===== src/rtl/spi_seq_pkg.sv =====
package spi_seq_pkg;

    localparam int CTRL_W      = 13;
    localparam int CPHA_BIT    = 0;
    localparam int CPOL_BIT    = 1;
    localparam int CSPOL_BIT   = 2;
    localparam int CSSEL_LO    = 4;
    localparam int CS_SEL_W    = 2;
    localparam int CSMAN_BIT   = 6;
    localparam int CSLVL_BIT   = 7;
    localparam int DISCARD_BIT = 8;
    localparam int LSB_BIT     = 12;

    typedef enum logic [1:0] {
        ST_IDLE,
        ST_FETCH,
        ST_SHIFT,
        ST_FIN
    } seq_state_t;

    typedef struct packed {
        logic cpha;
        logic cpol;
        logic lsb_first;
        logic discard;
    } xfer_cfg_t;

    function automatic xfer_cfg_t cfg_decode(input logic [CTRL_W-1:0] w);
        xfer_cfg_t c;
        c.cpha      = w[CPHA_BIT];
        c.cpol      = w[CPOL_BIT];
        c.lsb_first = w[LSB_BIT];
        c.discard   = w[DISCARD_BIT];
        return c;
    endfunction

endpackage


===== src/rtl/spi_seq_ctrl.sv =====
module spi_seq_ctrl
    import spi_seq_pkg::*;
#(
    parameter int CNT_W  = 24,
    parameter int WORD_W = 8
) (
    input  logic              clk,
    input  logic              rst,
    input  logic              start_i,
    input  logic              bus_en_i,
    input  logic [CTRL_W-1:0] ctrl_i,
    input  logic [CNT_W-1:0]  burst_cnt_i,
    input  logic [CNT_W-1:0]  xmit_cnt_i,
    input  logic              tx_empty_i,
    input  logic [WORD_W-1:0] tx_data_i,
    input  logic              byte_end_i,
    output logic              tx_pop_o,
    output logic              load_o,
    output logic [WORD_W-1:0] load_data_o,
    output logic              rx_push_o,
    output logic              done_o,
    output logic              busy_o,
    output logic              shifting_o,
    output xfer_cfg_t         cfg_o
);

    seq_state_t       state_q;
    logic [CNT_W-1:0] burst_left_q;
    logic [CNT_W-1:0] tx_left_q;
    logic             pend_push_q;
    xfer_cfg_t        cfg_q;

    logic have_tx;
    logic burst_open;
    logic can_load;

    assign have_tx    = (tx_left_q != '0);
    assign burst_open = (burst_left_q != '0);
    assign can_load   = (state_q == ST_FETCH) && burst_open && !(have_tx && tx_empty_i);

    assign tx_pop_o    = can_load && have_tx;
    assign load_o      = can_load;
    assign load_data_o = have_tx ? tx_data_i : '0;
    assign rx_push_o   = (state_q == ST_FETCH) && pend_push_q && !cfg_q.discard;
    assign done_o      = (state_q == ST_FIN);
    assign busy_o      = (state_q != ST_IDLE);
    assign shifting_o  = (state_q == ST_SHIFT);
    assign cfg_o       = cfg_q;

    always_ff @(posedge clk) begin
        if (rst) begin
            state_q      <= ST_IDLE;
            burst_left_q <= '0;
            tx_left_q    <= '0;
            pend_push_q  <= 1'b0;
            cfg_q        <= '0;
        end else begin
            case (state_q)
                ST_IDLE: begin
                    if (start_i && bus_en_i) begin
                        cfg_q        <= cfg_decode(ctrl_i);
                        burst_left_q <= burst_cnt_i;
                        tx_left_q    <= xmit_cnt_i;
                        pend_push_q  <= 1'b0;
                        state_q      <= ST_FETCH;
                    end
                end
                ST_FETCH: begin
                    pend_push_q <= 1'b0;
                    if (!burst_open) begin
                        state_q <= ST_FIN;
                    end else if (can_load) begin
                        state_q <= ST_SHIFT;
                        if (have_tx) begin
                            tx_left_q <= tx_left_q - CNT_W'(1);
                        end
                    end
                end
                ST_SHIFT: begin
                    if (byte_end_i) begin
                        burst_left_q <= burst_left_q - CNT_W'(1);
                        pend_push_q  <= 1'b1;
                        state_q      <= ST_FETCH;
                    end
                end
                ST_FIN: begin
                    state_q <= ST_IDLE;
                end
                default: begin
                    state_q <= ST_IDLE;
                end
            endcase
        end
    end

endmodule


===== src/rtl/spi_seq_shift.sv =====
module spi_seq_shift #(
    parameter int WORD_W = 8
) (
    input  logic              clk,
    input  logic              rst,
    input  logic              load_i,
    input  logic [WORD_W-1:0] load_data_i,
    input  logic              tick_i,
    input  logic              cpha_i,
    input  logic              cpol_i,
    input  logic              lsb_first_i,
    input  logic              busy_i,
    input  logic              bus_en_i,
    input  logic              idle_cpol_i,
    input  logic              miso_i,
    output logic              mosi_o,
    output logic              sclk_o,
    output logic [WORD_W-1:0] rx_byte_o,
    output logic              byte_end_o
);

    localparam int EDGES = 2 * WORD_W;
    localparam int EW    = $clog2(EDGES);

    logic [WORD_W-1:0] tx_sh_q;
    logic [WORD_W-1:0] rx_sh_q;
    logic [EW-1:0]     edge_q;
    logic              sck_lvl_q;

    logic sample_now;
    logic shift_now;

    assign sample_now = tick_i && (edge_q[0] == cpha_i);
    assign shift_now  = tick_i && (edge_q[0] != cpha_i) && !(cpha_i && (edge_q == '0));
    assign byte_end_o = tick_i && (edge_q == EW'(EDGES - 1));

    assign mosi_o    = lsb_first_i ? tx_sh_q[0] : tx_sh_q[WORD_W-1];
    assign rx_byte_o = rx_sh_q;

    always_comb begin
        if (!bus_en_i) begin
            sclk_o = 1'b0;
        end else if (busy_i) begin
            sclk_o = cpol_i ^ sck_lvl_q;
        end else begin
            sclk_o = idle_cpol_i;
        end
    end

    always_ff @(posedge clk) begin
        if (rst) begin
            tx_sh_q   <= '0;
            rx_sh_q   <= '0;
            edge_q    <= '0;
            sck_lvl_q <= 1'b0;
        end else if (load_i) begin
            tx_sh_q   <= load_data_i;
            edge_q    <= '0;
            sck_lvl_q <= 1'b0;
        end else if (tick_i) begin
            edge_q    <= edge_q + EW'(1);
            sck_lvl_q <= ~sck_lvl_q;
            if (sample_now) begin
                if (lsb_first_i) begin
                    rx_sh_q <= {miso_i, rx_sh_q[WORD_W-1:1]};
                end else begin
                    rx_sh_q <= {rx_sh_q[WORD_W-2:0], miso_i};
                end
            end
            if (shift_now) begin
                if (lsb_first_i) begin
                    tx_sh_q <= {1'b0, tx_sh_q[WORD_W-1:1]};
                end else begin
                    tx_sh_q <= {tx_sh_q[WORD_W-2:0], 1'b0};
                end
            end
        end
    end

endmodule


===== src/rtl/spi_seq_cs.sv =====
module spi_seq_cs
    import spi_seq_pkg::*;
#(
    parameter int NUM_CS = 4
) (
    input  logic [CS_SEL_W-1:0] sel_i,
    input  logic                pol_i,
    input  logic                manual_i,
    input  logic                level_i,
    input  logic                busy_i,
    output logic [NUM_CS-1:0]   cs_o
);

    for (genvar i = 0; i < NUM_CS; i++) begin : g_line
        logic picked;
        assign picked = (sel_i == CS_SEL_W'(i));
        always_comb begin
            if (!picked) begin
                cs_o[i] = pol_i;
            end else if (manual_i) begin
                cs_o[i] = level_i;
            end else begin
                cs_o[i] = busy_i ? ~pol_i : pol_i;
            end
        end
    end

endmodule


===== src/rtl/spi_xfer_seq.sv =====
module spi_xfer_seq
    import spi_seq_pkg::*;
#(
    parameter int CNT_W  = 24,
    parameter int WORD_W = 8,
    parameter int NUM_CS = 4
) (
    input  logic              clk,
    input  logic              rst,
    input  logic [CTRL_W-1:0] ctrl_i,
    input  logic              start_i,
    input  logic              bus_en_i,
    input  logic [CNT_W-1:0]  burst_cnt_i,
    input  logic [CNT_W-1:0]  xmit_cnt_i,
    input  logic              sck_tick_i,
    input  logic              tx_empty_i,
    input  logic [WORD_W-1:0] tx_data_i,
    output logic              tx_pop_o,
    output logic              rx_push_o,
    output logic [WORD_W-1:0] rx_data_o,
    input  logic              miso_i,
    output logic              mosi_o,
    output logic              sclk_o,
    output logic [NUM_CS-1:0] cs_o,
    output logic              busy_o,
    output logic              done_o
);

    logic              load;
    logic [WORD_W-1:0] load_data;
    logic              shifting;
    logic              byte_end;
    logic              shift_tick;
    xfer_cfg_t         cfg_q;
    logic              cfg_discard;
    logic              ctrl_unused;

    assign shift_tick  = shifting && sck_tick_i && bus_en_i;
    assign cfg_discard = cfg_q.discard;
    assign ctrl_unused = ^{ctrl_i[3], ctrl_i[11:9]};

    spi_seq_ctrl #(.CNT_W(CNT_W), .WORD_W(WORD_W)) u_ctrl (
        .clk         (clk),
        .rst         (rst),
        .start_i     (start_i),
        .bus_en_i    (bus_en_i),
        .ctrl_i      (ctrl_i),
        .burst_cnt_i (burst_cnt_i),
        .xmit_cnt_i  (xmit_cnt_i),
        .tx_empty_i  (tx_empty_i),
        .tx_data_i   (tx_data_i),
        .byte_end_i  (byte_end),
        .tx_pop_o    (tx_pop_o),
        .load_o      (load),
        .load_data_o (load_data),
        .rx_push_o   (rx_push_o),
        .done_o      (done_o),
        .busy_o      (busy_o),
        .shifting_o  (shifting),
        .cfg_o       (cfg_q)
    );

    spi_seq_shift #(.WORD_W(WORD_W)) u_shift (
        .clk         (clk),
        .rst         (rst),
        .load_i      (load),
        .load_data_i (load_data),
        .tick_i      (shift_tick),
        .cpha_i      (cfg_q.cpha),
        .cpol_i      (cfg_q.cpol),
        .lsb_first_i (cfg_q.lsb_first),
        .busy_i      (busy_o),
        .bus_en_i    (bus_en_i),
        .idle_cpol_i (ctrl_i[CPOL_BIT]),
        .miso_i      (miso_i),
        .mosi_o      (mosi_o),
        .sclk_o      (sclk_o),
        .rx_byte_o   (rx_data_o),
        .byte_end_o  (byte_end)
    );

    spi_seq_cs #(.NUM_CS(NUM_CS)) u_cs (
        .sel_i    (ctrl_i[CSSEL_LO +: CS_SEL_W]),
        .pol_i    (ctrl_i[CSPOL_BIT]),
        .manual_i (ctrl_i[CSMAN_BIT]),
        .level_i  (ctrl_i[CSLVL_BIT]),
        .busy_i   (busy_o),
        .cs_o     (cs_o)
    );

endmodule


===== config.mk =====
export PLATFORM = sky130hd
export DESIGN_NAME = spi_xfer_seq
export DESIGN_NICKNAME = d
export VERILOG_FILES = /design/src/rtl/spi_seq_pkg.sv /design/src/rtl/spi_seq_ctrl.sv /design/src/rtl/spi_seq_shift.sv /design/src/rtl/spi_seq_cs.sv /design/src/rtl/spi_xfer_seq.sv
export SDC_FILE = /design/constraint.sdc
export NUM_CORES = 1
export LEC_CHECK = 0
export BUFFER_PORTS_ARGS = -buffer_cell sky130_fd_sc_hd__buf_2
export CORE_MARGIN = 2
export CORE_UTILIZATION = 60
export CTS_CLUSTER_DIAMETER = 80
export DETAILED_ROUTE_END_ITERATION = 16
export PLACE_DENSITY = 0.86
export SLEW_MARGIN = 20
export SYNTH_ARGS = -nofsm -noshare
export SYNTH_HDL_FRONTEND = slang
export SYNTH_SLANG_ARGS = --single-unit

===== constraint.sdc =====
create_clock -name clk -period 4.4 [get_ports clk]
set_input_delay 0.22 -clock clk [delete_from_list [all_inputs] [get_ports clk]]
set_output_delay 0.22 -clock clk [all_outputs]
set_load 0.005 [all_outputs]

==> Yosys cells after proc, flatten, opt, wreduce, memory -nomap -nowiden <==
Index checks and enable logic that the tools add are counted.
W data, S select, Z words.
{ "classes": {"div_mod_pow": 0, "magnitude_cmp": 0, "n_reduce_logical": 36, "n_bitwise": 4, "addsub": 3, "mux": 31, "shift": 0, "eq_ne": 15, "n_mul": 0} }
{ "op_table": {"columns": ["operator", "n"], "rows": [
  ["$mux W24", 6],
  ["$pmux W24 S2", 2],
  ["$mux W8", 6],
  ["$reduce_bool A24 Y1", 2],
  ["$sub A24 B1 Y24 const B", 2],
  ["$logic_and A1 B1 Y1", 14],
  ["$reduce_and A3 Y1", 4],
  ["$mux W1", 11],
  ["$ne A2 B1 Y1 const B", 5],
  ["$reduce_bool A2 Y1", 5],
  ["$eq A2 B2 Y1 const B", 4],
  ["$mux W2", 4],
  ["$pmux W2 S4", 1],
  ["$reduce_and A5 Y1", 1],
  ["$add A4 B1 Y4 const B", 1],
  ["$eq A2 B1 Y1 const B", 2],
  ["$eq A4 B4 Y1 const B", 1],
  ["$logic_not A2 Y1", 2],
  ["$logic_not A4 Y1", 1],
  ["$reduce_and A2 Y1", 2],
  ["$logic_not A1 Y1", 3],
  ["$ne A3 B3 Y1 const B", 1],
  ["$not A1 Y1", 3],
  ["$pmux W1 S3", 1],
  ["other kinds (5)", 5]
]} }
{ "totals": {"latchBits": 0, "mem_bits_ro": 0, "out_inout_bits": 18, "reg_bits": 76, "input_bits": 76, "wordCells": 101, "ramBits": 0, "memories": 0} }

==> Depth between registers and ports, before layout <==
Gate-level depths: netlist of the first run.
{ "logic_depth": {"ltp_word": 8, "mapped_depth": 10, "mapped_depth_nobuf": 9} }

==> By module <==
Synthesis of the first run repeated with hierarchy kept, for this count alone.
{ "hier_totals": {"cells_unflattened": 598, "hier_area_um2": 4626.9} }
{ "modules_own_cells": {"columns": ["module", "seq_area_each_um2", "cells_per_inst", "area_each_um2", "instances"], "rows": [
  ["spi_seq_ctrl", 1101.1, 459, 3433.3, 1],
  ["spi_seq_shift", 420.4, 124, 1103.6, 1],
  ["spi_seq_cs", 0.0, 14, 83.8, 1],
  ["spi_xfer_seq", 0.0, 1, 6.3, 1]
]} }

==> Least setup slack after synthesis of the first run <==
Ideal clock, no wire load.
{ "synth_path": {"path_kind": "register to register", "startpoint": "register u_ctrl.burst_left_q[10]", "endpoint": "register u_ctrl.burst_left_q[20]", "n_path_buf": 1, "setup_time_ns": 0.117, "slack_ns": 2.189, "t_required_ns": 4.283, "arrival_time_ns": 2.093, "synth_period_minus_slack_ns": 2.211, "stages_incl_launch_ff": 8, "path_cell_list": "dfxtp_1 > or4_4 > or3_4 > or2_1 > buf_6 > nor4_1 > o21ai_0 > a32o_1"} }
{ "synth_between": {"elab_chain_len": 3} }
{ "synth_lines": {"columns": ["item", "line_no", "rtl"], "rows": [
  ["start: declaration", "spi_seq_ctrl.sv:28", "logic [CNT_W-1:0] burst_left_q;"],
  ["start signal: assignment", "spi_seq_ctrl.sv:62", "burst_left_q <= burst_cnt_i;"],
  ["start signal: assignment", "spi_seq_ctrl.sv:81", "burst_left_q <= burst_left_q - CNT_W'(1);"],
  ["$sub A24 B1 Y24", "spi_seq_ctrl.sv:81", null],
  ["$mux W24", "spi_seq_ctrl.sv:80", "if (byte_end_i) begin"],
  ["$pmux W24 S2", "spi_seq_ctrl.sv:58", "case (state_q)"]
]} }
No other way between the ends. The select of a mux whose other input is x is not followed.
A chain may end at the register's enable or synchronous reset.

==> Worst setup path in the final report of the first run <==
{ "layout_path": {"startpoint": "register u_ctrl.state_q[1]", "endpoint": "register u_ctrl.burst_left_q[22]"} }
{ "layout_between": {"elab_chain_len": 6, "word_cells_on_any_way": 10, "classes_between": "eq/ne (3); mux (1); reduce/logical (6)"} }
{ "layout_lines": {"columns": ["item", "line_no", "rtl"], "rows": [
  ["start: declaration", "spi_seq_ctrl.sv:27", "seq_state_t state_q;"],
  ["start signal: assignment", "spi_seq_ctrl.sv:52", "state_q <= ST_IDLE;"],
  ["start signal: assignment", "spi_seq_ctrl.sv:65", "state_q <= ST_FETCH;"],
  ["start signal: assignment", "spi_seq_ctrl.sv:71", "state_q <= ST_FIN;"],
  ["$eq A2 B2 Y1", "spi_seq_ctrl.sv:47, spi_seq_ctrl.sv:58", null],
  ["$logic_and A1 B1 Y1 (2 in a row)", "spi_xfer_seq.sv:38", "assign shift_tick = shifting && sck_tick_i && bus_en_i;"],
  ["$logic_and A1 B1 Y1", "spi_seq_shift.sv:35", "assign byte_end_o = tick_i && (edge_q == EW'(EDGES - 1));"],
  ["$ne A2 B1 Y1 (no line)", null, null],
  ["$reduce_and A3 Y1 (no line)", null, null]
]} }
Parallel ways exist; a longest one is shown, timed or not.

==> results of run 1 <==
[where the power goes]
| group | internal [W] | total (W) | switching [W] |
|---|---|---|---|
| logic | 0.000201 | 0.000522 | 0.000321 |
| registers | 0.000735 | 0.000791 | 0.0000560 |
| clock network | 0.000387 | 0.000645 | 0.000257 |
[registers in the layout (all words and copies together) (netlist names)]
register	cells
u_ctrl.pend_push_q	1
u_shift.edge_q	4
u_ctrl.cfg_o	4
u_ctrl.burst_left_q	24
u_shift.rx_byte_o	8
u_shift.sck_lvl_q	1
u_shift.tx_sh_q	8
u_ctrl.tx_left_q	24
u_ctrl.state_q	2
[cell type report]
cell class                      count  area share (%)
Timing Repair Buffer               95            9.36
Clock buffer                       10            2.63
Multi-Input combinational cell    466            53.8
Tap cell                           99            2.36
Inverter                           13           0.931
Sequential cell                    76            29.0
Clock inverter                      5            1.91
[routing by layer]
metal / GRT usage [%] / vias up / wire, um
met5: 0 / - / 0
met4: 11.9 / 0 / 280
met3: 6.26 / 32 / 1010
met2: 48.3 / 220 / 5760
met1: 38.1 / 2249 / 5390
li1: - / 2335 / -
[cells by family (layout without fill, tap and decap cells)]
family	after synthesis	count (layout)	share of synthesized area, %
AOI/OAI and AO/OA	195	195	28.9
xor gates and xnor gates	7	7	1.35
adders and majority gates	4	4	1.11
buffers and inverters	50	123	4.56
DFF	76	76	33.6
muxes	15	15	3.45
and+or+nand+nor	245	245	27.1
[cells in the final DEF (no fill, tap or decap), drive strengths merged, types with 11 or more instances in the layout]
cell    instances
o21ai          57
inv            13
dfxtp          76
nor2           73
a211oi         13
a21oi          41
nand2          66
nand3          12
nor3           25
buf            95
a31oi          11
nor4           11
[critical path, stage by stage, from the launching register on]
cell and delay, ns:
dfxtp_1 0.42, nor2_1 0.38, nand3_1 0.53, nand2_1 0.96, nand3_1 0.22, nor4_1 0.30
nor4_1 0.09
[metrics by stage]
| step | setup WS [ns] | total power, W |
|---|---|---|
| floorplan | 2.19 | 0.00117 |
| global placement | 1.62 | 0.00129 |
| detailed placement | 1.54 | 0.00131 |
| CTS | 1.43 | 0.00195 |
| global route | 1.08 | 0.00205 |
| finish | 1.35 | 0.00196 |
[worst min-delay path by stage]
stage,from,cells after the start,to
CTS,ctrl_i[12],3,u_ctrl.cfg_o[1]
detailed placement,u_ctrl.cfg_o[0],2,u_ctrl.cfg_o[0]
floorplan,tx_data_i[6],2,u_shift.tx_sh_q[6]
global placement,u_ctrl.cfg_o[0],2,u_ctrl.cfg_o[0]
global route,tx_data_i[5],3,u_shift.tx_sh_q[5]
finish,ctrl_i[12],3,u_ctrl.cfg_o[1]
==> summary.txt, run 1 <==
Run status
  – Outcome: finished clean

Setup path
  – CP endpoint kind: register
  – WP data arrival: 3.25 ns
  – Reg-to-reg endpoint: u_ctrl.burst_left_q[22]
  – Crit path from: u_ctrl.state_q[1]
  – Crit path max fanout: 33
  – Worst reg2reg path startpoint: u_ctrl.state_q[1]
  – FF-to-FF setup slack: between 1 and 1.5 ns
  – R2R depth: 6
  – Critical Path Source Type: register
  – Crit path kind: reg2reg
  – CP Capture Point: u_ctrl.burst_left_q[22]
  – Critical Path RT: 4.60 ns

Timing
  – Final-report hold violation count: 0
  – Fmax: 328 MHz
  – Fin crit share: 69.3%
  – Clock skew: 0.0123 ns
  – Worst slew pin tran: about 1.0 ns
  – Slew Limit Headroom: around 32%
  – Final setup fails: 0
  – Final Critical Period: roughly 3.0 ns
  – WHS: around 0.11 ns
  – Final TNS setup: 0 ns
  – RSZ-0062 raised after global routing: no
  – Count of final max-slew check failures: 0

GRT
  – Global route overflow: 0
  – GRT Total Usage: around 30%
  – Initial antenna violation count: 0
  – Global-route wire length before repair: 20400 um
  – Vias in the first global route: 4531
  – Pin count of the biggest net entering global routing: between 40 and 50

Power
  – Peak VDD IR: approximately 0.00017 V
  – PwrDens: about 370 nW/um^2
  – Leak: ~2.1 nW

Floorplan
  – Row count: 31
  – I/O pin count: 94
  – Initial core utilization: 62.1%
  – Die ar.: just over 8000 um^2
  – Die Ht: around 91 um
  – Placeable Area: roughly 7300 um^2
  – Chip width: a little over 90 um

Cells and area
  – Multi-input logic area: about 2800 um^2
  – ANT cells: 0
  – Final cell count without fillers: around 760
  – Share of layout cells above drive strength 1: about a fifth
  – Util after Layout: a little under three quarters
  – Register area: roughly 1500 um^2
  – Area growth, synth to finish: 15.7%
  – Post-route design area: 5240 um^2
  – Nets: around 740
  – Filler cell count: roughly 630

Synth
  – Most common cell in the netlist: dfxtp_1
  – Synthesized Nets: roughly 670
  – Register bit total from synthesis: 76
  – Synth cell count leaders: dfxtp_1 (76), nor2_1 (73), nand2_1 (65), o21ai_0 (54), a21oi_1 (40)
  – Post-synth top area cell: dfxtp_1
  – Post-synth top area share: about a third
  – Number of synthesized flops with an enable pin: 0
  – Cell variety after synth: just over 70
  – Synth Area per Inst: roughly 7.7 um^2
  – Synth top area cells: dfxtp_1 (34%), nor2_1 (6.0%), o21ai_0 (6.0%)
  – Ys async rst share: 0%
  – Cells after Synth: around 600
  – Synth warn: 0
  – Synthesized area: around 4500 um^2
  – Predominant post-synthesis flop cell: dfxtp_1
  – Seq/Total Area, Yosys: 33.6%

Detailed routing
  – DR vias/cell: ~6.3
  – Antenna viol nets, final: 0
  – First-pass DRT Iterations: 6
  – Wire per inst: 16.3 um
  – Via count: 4836
  – Post-Route WL: ~12000 um
  – DR DRC count: 0
  – Initial DRC Count: ~440

Clock tree
  – Postcts setup bufs: 0
  – Root Buffer Master: clkbuf_8
  – Later-pin clock latency in the skew report: 0.35 ns
  – CTS tree: built
  – Htree depth: 3
  – Num Clock Sinks: between 70 and 80
  – Clock transition at path regs: ~0.070 ns
  – Post-cts sizing count: 0
  – Hold-fix buffers, CTS: 0
  – Inserted Clock Buffers: 9
  – Clock Path Buffers: 2

Placement
  – Placer Congestion: roughly 0.84
  – Placed insts: ~750
  – Final HPWL DP: approximately 8500 um
  – I/O Buffers: 89
  – DP Area: roughly 5000 um^2

Min path
  – Worst Hold Class: in2reg

Flow run
  – Max Cap Viol: 0
(Power assumes the default switching activity.)
==> run 2, diff against run 1 <==
Settings changed: CORE_UTILIZATION 60 to 50, PLACE_DENSITY 0.86 to 0.77.
Clock period 4.4 ns to 2.5 ns, I/O delays scaled along.
==> summary.txt, run 2 (same netlist as run 1, synthesis figures left out) <==
Power
  – PwrDens: 650 nW/um^2
  – Leak: 2.25 nW
  – Clock power share: between 30% and 40%
  – Sw Pwr: 0.00114 W
  – P_int: about 0.0024 W
  – Sequential Power Share: 38.8%
  – Switching Share: between 30% and 40%
  – Peak VDD IR: roughly 0.00027 V
  – Power Total: roughly 0.0036 W
  – Comb pwr share: 29.4%

Placement
  – Placer Congestion: 0.884
  – Placed insts: about 800
  – I/O Buffers: 89
  – DP Area: between 5000 and 6000 um^2
  – Final HPWL DP: ~9000 um
  – Dpl ws: between 0.09 and 0.1 ns

Timing
  – Fmax: 413 MHz
  – Final-report hold violation count: 0
  – Post-route setup slack: 0.0768 ns
  – Fin crit share: approximately 97%
  – WHS: between 0.015 and 0.02 ns
  – Worst slew pin tran: between 0.6 and 0.7 ns
  – Final Critical Period: around 2.4 ns
  – Slew Limit Headroom: 56.4%
  – Count of final max-slew check failures: 0
  – Clock skew: approximately 0.011 ns
  – Final setup fails: 0

Floorplan
  – Die Ht: between 90 and 100 um
  – Row count: 34
  – I/O pin count: 94
  – Initial core utilization: ~52%
  – Placeable Area: just under 9000 um^2
  – Die ar.: ~9800 um^2
  – Chip width: approximately 100 um

Cells and area
  – Nets: 770
  – Regs by FF count: u_ctrl.burst_left_q (24), u_ctrl.tx_left_q (24)
  – Most frequent cells in the layout: buf_2 (89), dfxtp_1 (76), nor2_1 (73)
  – Final cell count without fillers: ~800
  – Area growth, synth to finish: 21.4%
  – Most common cell after layout, fill and taps aside: buf_2
  – Share of layout cells above drive strength 1: 23.3%
  – Filler cell count: between 700 and 800
  – ANT cells: 0
  – Post-route design area: about 5500 um^2

Setup path
  – WP data arrival: ~2.7 ns
  – CP endpoint kind: register
  – Crit path kind: reg2reg
  – Critical Path RT: between 2 and 3 ns
  – Crit path max fanout: 7
  – FF-to-FF setup slack: 0.08 ns
  – Critical Path Source Type: register

Clock tree
  – Hold-fix buffers, CTS: 0
  – CTS tree: built
  – Root Buffer Master: clkbuf_8
  – Inserted Clock Buffers: 9
  – Postcts setup bufs: 0
  – Clock Path Buffers: 2
  – Clock transition at path regs: ~0.080 ns
  – Num Clock Sinks: 76
  – Later-pin clock latency in the skew report: 0.35 ns
  – Htree depth: 3

Detailed routing
  – Post-Route WL: about 13000 um
  – Wire per inst: between 15 and 20 um
  – First-pass DRT Iterations: 6
  – Antenna viol nets, final: 0
  – DR DRC count: 0
  – Via count: about 5000
  – DR vias/cell: roughly 6.2
  – Initial DRC Count: between 300 and 400

Flow run
  – Max Cap Viol: 0

Run status
  – Outcome: finished clean

GRT
  – Initial antenna violation count: 0
  – Global-route wire length before repair: about 21000 um
  – Pin count of the biggest net entering global routing: 34
  – Global route overflow: 0
  – Vias in the first global route: ~4700
  – GRT Total Usage: 26.0%

Min path
  – Worst Hold Class: in2reg
## run 2: layer usage
layer  global-route usage (%)  vias to the layer above  part of all wire (%)
met5                        0                        -                     0
met4                     8.01                        0                   1.5
met3                     5.06                       24                   7.2
met2                     43.1                      192                    47
met1                     34.3                     2331                    45
li1                         -                     2393                     -
## run 2: worst paths after layout
path,startpoint,end,cells past startpoint
max reg2reg,u_ctrl.burst_left_q[6],u_ctrl.burst_left_q[13],6
min,tx_data_i[2],u_shift.tx_sh_q[2],3
max,u_ctrl.burst_left_q[6],u_ctrl.burst_left_q[13],6
min reg2reg,u_ctrl.burst_left_q[4],u_ctrl.burst_left_q[4],2
## run 2: critical path, cell delays in order (launching register included)
cell and delay, ns:
dfxtp_1 0.37, or4_4 0.59, or4_1 0.62, buf_4 0.21
nor4_1 0.15, o21ai_0 0.11, a32o_1 0.27
## run 2: area by class of cell
type / instances / area [um^2] / area share, %
Tap cell: 108 / 135 / 2.46
Inverter: 13 / 48.8 / 0.888
Clock buffer: 10 / 138 / 2.50
Multi-Input combinational cell: 466 / 2850 / 51.8
Sequential cell: 76 / 1520 / 27.7
Clock inverter: 5 / 100 / 1.82
Timing Repair Buffer: 124 / 708 / 12.9
## run 2: repair_timing
item / in CTS / in global routing
endpoints found under the setup margin: 0 / 8
gates resized for setup: 0 / 4
hold endpoints to repair: 0 / 0
## run 2: power groups by stage
| stage | sequential, W | clock (W) | combinational [W] |
|---|---|---|---|
| 6_report | 0.00139 | 0.00113 | 0.00105 |
| 3_3_place_gp | 0.00140 | 0 | 0.000976 |
| 5_1_grt | 0.00140 | 0.00120 | 0.00115 |
| 3_5_place_dp | 0.00141 | 0 | 0.00101 |
| 2_1_floorplan | 0.00138 | 0 | 0.000681 |
| 4_1_cts | 0.00138 | 0.00115 | 0.00101 |
## run 2: stage by stage
step | utilization (%) | setup TNS (ns)
floorplan | - | 0
global placement | 59.7 | 0
detailed placement | 59.7 | 0
CTS | 62.4 | 0
global route | 62.7 | -0.00273
finish | 62.7 | 0
==> run 3, diff against run 2 <==
Settings changed: CAP_MARGIN set to 20, MAX_ROUTING_LAYER set to met4.
==> summary.txt, run 3 (same netlist as run 1, synthesis figures left out) <==
Clock tree
  – Root Buffer Master: clkbuf_8
  – Inserted Clock Buffers: 9
  – Later-pin clock latency in the skew report: approximately 0.36 ns
  – Num Clock Sinks: between 70 and 80
  – Postcts setup bufs: 0
  – Htree depth: 3
  – Clock transition at path regs: 0.09 ns
  – CTS tree: built
  – Clock Path Buffers: 2
  – Hold-fix buffers, CTS: 0

Timing
  – Final Critical Period: ~2.4 ns
  – Clock skew: 0.0160 ns
  – Final-report hold violation count: 0
  – Final setup fails: 0
  – WHS: 0.0148 ns
  – Count of final max-slew check failures: 0
  – Final TNS setup: 0 ns
  – RSZ-0062 raised after global routing: yes
  – Fmax: ~410 MHz
  – Fin crit share: 97.0%
  – Worst slew pin tran: roughly 0.6 ns
  – Slew Limit Headroom: 59.7%

Detailed routing
  – Top layer in use: met4
  – Met2 WL post-DR: 5860 um
  – Wire per inst: between 15 and 20 um
  – Initial DRC Count: between 400 and 500
  – First-pass DRT Iterations: 5
  – Post-Route WL: 12700 um
  – DR vias/cell: approximately 6
  – Via count: 4896
  – Antenna viol nets, final: 0
  – WL met3: around 960 um
  – M1 wire length: 5720 um
  – DR DRC count: 0

Placement
  – I/O Buffers: 89
  – Placed insts: 786
  – Final HPWL DP: 9100 um
  – Placer Congestion: just under 0.9

GRT
  – Vias in the first global route: between 4000 and 5000
  – Global-route wire length before repair: approximately 21000 um
  – Pin count of the biggest net entering global routing: 47
  – Global route overflow: 0
  – GRT Total Usage: 26.6%
  – Initial antenna violation count: 0

Cells and area
  – Util after Layout: 62.7%
  – Most common cell after layout, fill and taps aside: buf_2
  – Final cell count without fillers: ~800
  – ANT cells: 0
  – Regs by FF count: u_ctrl.burst_left_q (24), u_ctrl.tx_left_q (24)
  – Nets: around 770
  – Area growth, synth to finish: 21.3%
  – Most frequent cells in the layout: buf_2 (89), dfxtp_1 (76), nor2_1 (73)
  – Share of layout cells above drive strength 1: between 20% and 30%

Setup path
  – Critical Path Source Type: register
  – CP endpoint kind: register
  – Crit path max fanout: 8
  – FF-to-FF setup slack: 0.07 ns
  – Crit path kind: reg2reg
  – Critical Path RT: 2.78 ns
  – WP data arrival: roughly 2.7 ns

Power
  – Peak VDD IR: approximately 0.00036 V
  – Leak: between 2 and 2.5 nW
  – Power Total: around 0.0036 W
  – PwrDens: roughly 650 nW/um^2

Floorplan
  – Die Ht: slightly below 100 um
  – Die ar.: about 9800 um^2
  – Placeable Area: ~8800 um^2
  – I/O pin count: 94
  – Chip width: 99.2 um
  – Row count: 34
  – Initial core utilization: between 50 and 60%

Flow run
  – Max Cap Viol: 0

Min path
  – Worst Hold Class: in2reg

Run status
  – Outcome: finished clean
## run 3: metal layers
metal  track usage [%]  up-vias
met1              35.3     2269
met4              7.06        0
li1                  -     2397
met2              41.2      208
met3              5.76       22
met5                 -        -
## run 3: final timing paths
check	start	to	depth (start not counted)
setup / recovery	u_ctrl.burst_left_q[6]	u_ctrl.tx_left_q[4]	6
hold / removal	tx_data_i[6]	u_shift.tx_sh_q[6]	3
setup reg to reg	u_ctrl.burst_left_q[6]	u_ctrl.tx_left_q[4]	6
hold reg to reg	u_ctrl.cfg_o[0]	u_ctrl.cfg_o[0]	2
## run 3: final cells by class
| cell class | instances | area [um^2] |
|---|---|---|
| flip-flops and latches | 76 | 1520 |
| fillers | 797 | 3270 |
| inverters | 13 | 48.8 |
| multi-input cells | 466 | 2850 |
| clock inverters | 5 | 100 |
| well taps | 108 | 135 |
| repair buffers | 123 | 701 |
| clock buffers | 10 | 138 |
## run 3: what timing repair did
item	in CTS	in global routing
hold endpoints to repair	0	0
resized for setup	0	6
endpoints found under the setup margin	0	24
## run 3: through the flow
step | instance area, um^2 | setup WS [ns]
6_report | 5490 | 0.0744
5_1_grt | 5490 | -0.0435
4_1_cts | 5460 | 0.0116
3_5_place_dp | 5220 | 0.0967
3_3_place_gp | 5220 | 0.170
2_1_floorplan | 4530 | 0.289
## run 3: power by group
part | switching, W | leakage, nW | internal (W)
combinational | 0.000595 | 1.50 | 0.000455
sequential | 0.0000936 | 0.620 | 0.00129
clock | 0.000474 | 0.122 | 0.000682
total | 0.00116 | 2.24 | 0.00243
## run 3: critical path, stage by stage, from the launching register on
cell	delay [ns]
dfxtp_1	0.37
or4_4	0.59
or3_4	0.38
or2_4	0.31
o32ai_4	0.36
nand3_1	0.14
a31oi_1	0.18
